[config.mk]
export PLATFORM = sky130hd
export DESIGN_NAME = vidcfg_regs
export DESIGN_NICKNAME = d
export VERILOG_FILES = /design/src/rtl/vidcfg_pkg.sv /design/src/rtl/vidcfg_edge.sv /design/src/rtl/vidcfg_stage.sv /design/src/rtl/vidcfg_commit.sv /design/src/rtl/vidcfg_regs.sv
export SDC_FILE = /design/constraint.sdc
export NUM_CORES = 1
export LEC_CHECK = 0
export BUFFER_PORTS_ARGS = -buffer_cell sky130_fd_sc_hd__buf_2
export CELL_PAD_IN_SITES_DETAIL_PLACEMENT = 0
export CELL_PAD_IN_SITES_GLOBAL_PLACEMENT = 2
export CORE_UTILIZATION = 29
export CTS_CLUSTER_SIZE = 40
export DETAILED_ROUTE_END_ITERATION = 7
export PLACE_DENSITY_LB_ADDON = 0.12
export SETUP_SLACK_MARGIN = 0.15
export SLEW_MARGIN = 25
export SYNTH_ARGS = -nofsm -noshare
export SYNTH_HDL_FRONTEND = slang
export SYNTH_SLANG_ARGS = --single-unit
[constraint.sdc]
create_clock -name clk -period 2.5 [get_ports clk]
set_clock_uncertainty 0.2 [all_clocks]
set_input_delay 0.125 -clock clk [delete_from_list [all_inputs] [get_ports clk]]
set_output_delay 0.125 -clock clk [all_outputs]
set_load 0.005 [all_outputs]
[src/rtl/vidcfg_pkg.sv]
package vidcfg_pkg;

    localparam int BUS_W    = 32;
    localparam int OFS_W    = 12;
    localparam int DIM_W    = BUS_W / 2;

    localparam logic [OFS_W-1:0] OFS_CTRL    = 12'h000;
    localparam logic [OFS_W-1:0] OFS_STATUS  = 12'h004;
    localparam logic [OFS_W-1:0] OFS_IRQEN   = 12'h00C;
    localparam logic [OFS_W-1:0] OFS_VERSION = 12'h010;
    localparam logic [OFS_W-1:0] OFS_SIZE    = 12'h020;

    localparam int B_EN   = 0;
    localparam int B_UPD  = 1;
    localparam int B_BYP  = 4;
    localparam int B_TPAT = 5;
    localparam int B_ARM  = 30;
    localparam int B_IMM  = 31;

    localparam logic [BUS_W-1:0] VERSION_WORD = 32'h0001_0200;

    typedef struct packed {
        logic imm;
        logic arm;
        logic tpat;
        logic byp;
        logic upd;
        logic en;
    } ctrl_t;

    typedef struct packed {
        logic             tpat;
        logic             byp;
        logic [DIM_W-1:0] height;
        logic [DIM_W-1:0] width;
    } frame_cfg_t;

    function automatic logic [BUS_W-1:0] ctrl_to_word(input ctrl_t c);
        logic [BUS_W-1:0] w;
        w         = '0;
        w[B_EN]   = c.en;
        w[B_UPD]  = c.upd;
        w[B_BYP]  = c.byp;
        w[B_TPAT] = c.tpat;
        w[B_ARM]  = c.arm;
        w[B_IMM]  = c.imm;
        return w;
    endfunction

    function automatic ctrl_t word_to_ctrl(input logic [BUS_W-1:0] w);
        ctrl_t c;
        c.en   = w[B_EN];
        c.upd  = w[B_UPD];
        c.byp  = w[B_BYP];
        c.tpat = w[B_TPAT];
        c.arm  = w[B_ARM];
        c.imm  = w[B_IMM];
        return c;
    endfunction

endpackage

[src/rtl/vidcfg_edge.sv]
module vidcfg_edge (
    input  logic clk,
    input  logic rst,
    input  logic level_in,
    output logic rise_pulse
);
    logic cur_q;
    logic prev_q;

    always_ff @(posedge clk) begin
        if (rst) begin
            cur_q  <= 1'b0;
            prev_q <= 1'b0;
        end else begin
            cur_q  <= level_in;
            prev_q <= cur_q;
        end
    end

    assign rise_pulse = cur_q & ~prev_q;
endmodule

[src/rtl/vidcfg_stage.sv]
module vidcfg_stage
    import vidcfg_pkg::*;
#(
    parameter int ADDR_W = OFS_W,
    parameter int DATA_W = BUS_W,
    localparam int HALF_W = DATA_W / 2
) (
    input  logic              clk,
    input  logic              rst,
    input  logic              wr,
    input  logic [ADDR_W-1:0] addr,
    input  logic [DATA_W-1:0] wdata,
    input  logic              sync_fire,
    output ctrl_t             ctrl,
    output logic [HALF_W-1:0] st_height,
    output logic [HALF_W-1:0] st_width,
    output logic [DATA_W-1:0] irq_en,
    output logic              imm_req
);
    logic wr_ctrl;
    logic wr_size;
    logic wr_irq;

    assign wr_ctrl = wr && (addr == ADDR_W'(OFS_CTRL));
    assign wr_size = wr && (addr == ADDR_W'(OFS_SIZE));
    assign wr_irq  = wr && (addr == ADDR_W'(OFS_IRQEN));
    assign imm_req = wr_ctrl && wdata[B_IMM];

    always_ff @(posedge clk) begin
        if (rst) begin
            ctrl      <= '0;
            st_height <= '0;
            st_width  <= '0;
            irq_en    <= '0;
        end else if (imm_req) begin
            ctrl      <= '0;
            ctrl.imm  <= 1'b1;
            st_height <= '0;
            st_width  <= '0;
            irq_en    <= '0;
        end else if (sync_fire) begin
            ctrl      <= '0;
            st_height <= '0;
            st_width  <= '0;
            irq_en    <= '0;
        end else if (wr_ctrl) begin
            ctrl <= word_to_ctrl(BUS_W'(wdata));
        end else if (!ctrl.imm) begin
            if (wr_size) begin
                st_height <= wdata[DATA_W-1:HALF_W];
                st_width  <= wdata[HALF_W-1:0];
            end
            if (wr_irq) begin
                irq_en <= wdata;
            end
        end
    end
endmodule

[src/rtl/vidcfg_commit.sv]
module vidcfg_commit
    import vidcfg_pkg::*;
(
    input  logic       clk,
    input  logic       rst,
    input  logic       frame_edge,
    input  logic       sync_fire,
    input  logic       imm_req,
    input  ctrl_t      ctrl,
    input  frame_cfg_t staged,
    output frame_cfg_t active,
    output logic       sync_pulse
);
    logic do_clear;
    logic do_commit;

    assign do_clear  = imm_req || ctrl.imm || sync_fire;
    assign do_commit = frame_edge && ctrl.en && ctrl.upd;

    always_ff @(posedge clk) begin
        if (rst) begin
            active     <= '0;
            sync_pulse <= 1'b0;
        end else begin
            sync_pulse <= sync_fire;
            if (do_clear) begin
                active <= '0;
            end else if (do_commit) begin
                active <= staged;
            end
        end
    end
endmodule

[src/rtl/vidcfg_regs.sv]
module vidcfg_regs
    import vidcfg_pkg::*;
#(
    parameter int              ADDR_W  = OFS_W,
    parameter int              DATA_W  = BUS_W,
    parameter logic [BUS_W-1:0] VERSION = VERSION_WORD,
    localparam int             HALF_W  = DATA_W / 2
) (
    input  logic              clk,
    input  logic              rst,
    input  logic              bus_wr,
    input  logic              bus_rd,
    input  logic [ADDR_W-1:0] bus_addr,
    input  logic [DATA_W-1:0] bus_wdata,
    output logic [DATA_W-1:0] bus_rdata,
    input  logic              vblank_in,
    output logic              core_rst,
    output logic              core_en,
    output logic              bypass_en,
    output logic              tpat_en,
    output logic [HALF_W-1:0] frame_width,
    output logic [HALF_W-1:0] frame_height
);
    ctrl_t             ctrl;
    frame_cfg_t        staged;
    frame_cfg_t        active;
    logic [HALF_W-1:0] st_height;
    logic [HALF_W-1:0] st_width;
    logic [DATA_W-1:0] irq_en;
    logic              imm_req;
    logic              edge_pulse;
    logic              sync_fire;
    logic              sync_pulse;

    vidcfg_edge u_edge (
        .clk       (clk),
        .rst       (rst),
        .level_in  (vblank_in),
        .rise_pulse(edge_pulse)
    );

    assign sync_fire = ctrl.arm && edge_pulse;

    vidcfg_stage #(.ADDR_W(ADDR_W), .DATA_W(DATA_W)) u_stage (
        .clk      (clk),
        .rst      (rst),
        .wr       (bus_wr),
        .addr     (bus_addr),
        .wdata    (bus_wdata),
        .sync_fire(sync_fire),
        .ctrl     (ctrl),
        .st_height(st_height),
        .st_width (st_width),
        .irq_en   (irq_en),
        .imm_req  (imm_req)
    );

    assign staged.tpat   = ctrl.tpat;
    assign staged.byp    = ctrl.byp;
    assign staged.height = DIM_W'(st_height);
    assign staged.width  = DIM_W'(st_width);

    vidcfg_commit u_commit (
        .clk       (clk),
        .rst       (rst),
        .frame_edge(edge_pulse),
        .sync_fire (sync_fire),
        .imm_req   (imm_req),
        .ctrl      (ctrl),
        .staged    (staged),
        .active    (active),
        .sync_pulse(sync_pulse)
    );

    assign core_rst     = ctrl.imm | sync_pulse;
    assign core_en      = ctrl.en;
    assign bypass_en    = active.byp;
    assign tpat_en      = active.tpat;
    assign frame_width  = HALF_W'(active.width);
    assign frame_height = HALF_W'(active.height);

    always_comb begin
        bus_rdata = '0;
        if (bus_rd) begin
            unique case (bus_addr)
                ADDR_W'(OFS_CTRL): bus_rdata = DATA_W'(ctrl_to_word(ctrl));
                ADDR_W'(OFS_STATUS): begin
                    bus_rdata[B_EN]   = core_en;
                    bus_rdata[B_BYP]  = active.byp;
                    bus_rdata[B_TPAT] = active.tpat;
                end
                ADDR_W'(OFS_IRQEN):   bus_rdata = irq_en;
                ADDR_W'(OFS_VERSION): bus_rdata = DATA_W'(VERSION);
                ADDR_W'(OFS_SIZE):    bus_rdata = {st_height, st_width};
                default:              bus_rdata = '0;
            endcase
        end
    end
endmodule

==> flow_summary.yaml <==
finish:
  finalNonFillerCells: 904
  area_growth_syn_to_layout_pct: 30.2
  drive_above_1_share: 0.228
  fin_nets: 760
  insertedDiodeCount: 0
worst_setup_path:
  max_stage_delay_ns: 0.55
  crit_chain: "buf_2 > or4_4 > nor4_4 > o21ai_2 > buf_4 > nor2_1 > buf_2"
  arrival_ns: 1.66
  critPathKind: "primary input to output port"
  critPathCaptureType: "output port"
  crit_path_frequent_cell: "buf_2"
  cp_max_fo: 27
  startpoint_type: "primary input"
  cp_slowest_cell: "or4_4"
  worstPathRequired_ns: 2.17
synth:
  synth_area_um2: 4510
  seq_area_frac_synth: 0.475
  synth-xor-area-share: 0
  synth_mux_area_frac: 0.0169
  synthDistinctLibCells: 34
  synth_top_family_by_area: "simple AND/OR/NAND/NOR gates"
  synth_fa_ha_area_frac: 0
  synth_edf_count: 0
  ys_ff_latch: 107
  yosys.area_share.simple: 0.265
  synth_compound_area_frac: 0.178
  yosys_warnings: 0
  syn_avg_cell_area_um2: 7.78
  synth_flop_cell: "dfxtp_1"
  syn_nets: 629
  async_reset_ff_frac: 0
  synthCells: 580
place:
  dpl.hpwl_um: 9400
  port_buffers: 116
  gp_congestion: 0.771
  dp.cells: 853
floorplan:
  core-area_um2: 15200
  start_util: 0.297
  rows: 45
  die_h_um: 127
  io_pins: 117
  dieWidth_um: 127
  die_area_um2: 16100
sta:
  finalSetupViolations: 0
  tns_ns: 0
  layout_worst_path_cycle_share: 0.794
  fmax_mhz: 504
  max-slew-margin-rel: 0.680
  hold_viol_final: 0
  worst_slew_pin_slew_ns: 0.479
  period_needed_ns: 1.98
  fin_hold_ws_ns: 0.163
  rsz0062_at_grt: "no"
  slew_viol_final: 0
routing:
  dr.pass1.iters: 4
  via_per_inst: 4.86
  num_vias: 4397
  wl_per_cell_um: 16.1
  detail-route-antenna-nets: 0
  drcViolationCount: 0
  drtIter0Drc: 229
  wl_um: 14600
power:
  switchingPower_mw: 0.744
  p_per_area_nw_per_um2: 604
  p_comb_frac: 0.052
  leakage_nw: 2.19
  power_mw: 3.55
  power_switching_share: 0.210
  pwr-share-seq: 0.481
  pwr-share-clk: 0.467
  ir_drop_v: 0.000358
  internal-power_mw: 2.80
clocking:
  post_cts_resized: 0
  clk_pin_slew_ns: 0.07
  clock_sinks: 107
  htreeDepth: 3
  root_buffer: "clkbuf_16"
  clock_latency_ns: 0.35
  clock_path_buffers: 2
  cts_tree: "built"
  cts_buffers: 9
global_route:
  overflow: 0
  grt_pass1_vias: 4277
  track_usage: 0.190
  grt_pass1_wl_um: 23300
  grt_start_max_net_pins: 65
  antenna_found_initial: 0
worst_hold_path:
  hp-class: "primary input to flop"
status:
  status: "completed"
run:
  cap_viol_max_count: 0
-- layout make-up --
cell class              count  area, um^2
fillers                  1661        9320
flip-flops and latches    107        2140
multi-input cells         427        2080
repair buffers            166        1070
clock buffers              11         243
well taps                 188         235
clock inverters             5         108
-- routing by layer --
layer,track usage,vias up,part of all wire
met2,0.324,103,0.48
met4,0.0700,0,0.016
met1,0.238,2083,0.46
li1,-,2197,-
met3,0.0350,14,0.044
met5,0,-,0
-- Yosys cell counts (all sizes together) (2+ instances only) --
master,number,share of area
a22oi,29,0.048
o21ai,5,0.0064
a21oi,107,0.12
mux2i,2,0.0044
nand2,201,0.17
buf,28,0.050
clkbuf,18,0.015
and4,3,0.0058
nand3,3,0.0033
nor4,3,0.0089
nand3b,6,0.010
nor2b,6,0.0083
or2,3,0.0042
nor2,35,0.029
mux2,5,0.012
nand2b,4,0.0055
dfxtp,107,0.47
nand4,3,0.0042
and2,2,0.0028
nor3,2,0.0022
-- cells in the final DEF (no fill, tap or decap), drive strengths merged, types with 4 or more instances in the layout --
master       count
nand2          201
nor2            35
clkbuf          11
o21ai            5
nand2b           4
a21oi          107
a22oi           29
nor2b            6
mux2             5
buf            131
dlygate4sd3     35
dfxtp          107
nand3b           6
-- cells by family (layout without fill, tap and decap cells) --
kind of cell	count (synthesis)	after routing
flip-flops	107	107
AO/OA/AOI/OAI	143	143
AND/OR/NAND/NOR	277	277
buffers and inverters	46	182
multiplexers	7	7
-- power groups by stage --
stage	registers, mW	clock network (mW)	logic (mW)
CTS	1.70	1.72	0.188
global route	1.70	1.79	0.204
detailed placement	1.74	0	0.145
finish	1.71	1.66	0.186
global placement	1.75	0	0.144
floorplan	1.74	0	0.0762
-- sequential cells by signal (all words and copies together), names as in the netlist --
name	count
u_edge.prev_q	1
u_commit.active	34
u_stage.ctrl	6
u_stage.irq_en	32
u_edge.cur_q	1
u_stage.st_height	16
u_stage.st_width	16
u_commit.sync_pulse	1
-- timing repair --
| action | 4_1_cts | 5_1_grt |
|---|---|---|
| hold endpoints to repair | 73 | 0 |
| buffers inserted | 0 | 0 |
| hold buffers | 35 | 0 |
-- stage by stage --
| stage | util | worst slack (ns) | cell area (um^2) |
|---|---|---|---|
| 2_1_floorplan | - | 0.782 | 4510 |
| 3_3_place_gp | 0.341 | 0.399 | 5180 |
| 3_5_place_dp | 0.341 | 0.390 | 5180 |
| 4_1_cts | 0.387 | 0.495 | 5880 |
| 5_1_grt | 0.387 | 0.362 | 5880 |
| 6_report | 0.387 | 0.515 | 5880 |
-- critical path: cells and delay by family --
kind / cells / cell delay [ns]
simple gates: 3 / 0.97
buf+inv: 3 / 0.49
compound gates: 1 / 0.08
-- path summary, 6_finish.rpt --
path                            cells after the start                              end  slack, ns                       startpoint
worst max-delay path                                7                    bus_rdata[31]       0.52                      bus_addr[9]
worst max register to register                      5  u_stage.irq_en[18]$_SDFFE_PP0P_       0.56     u_stage.ctrl[5]$_SDFFE_PP0P_
worst min register to register                      2  u_commit.active[3]$_SDFFE_PP0P_       0.25  u_commit.active[3]$_SDFFE_PP0P_
worst min-delay path                                4     u_stage.ctrl[5]$_SDFFE_PP0P_       0.16                      bus_addr[0]
No activity file was read; power rests on OpenSTA's default activity.
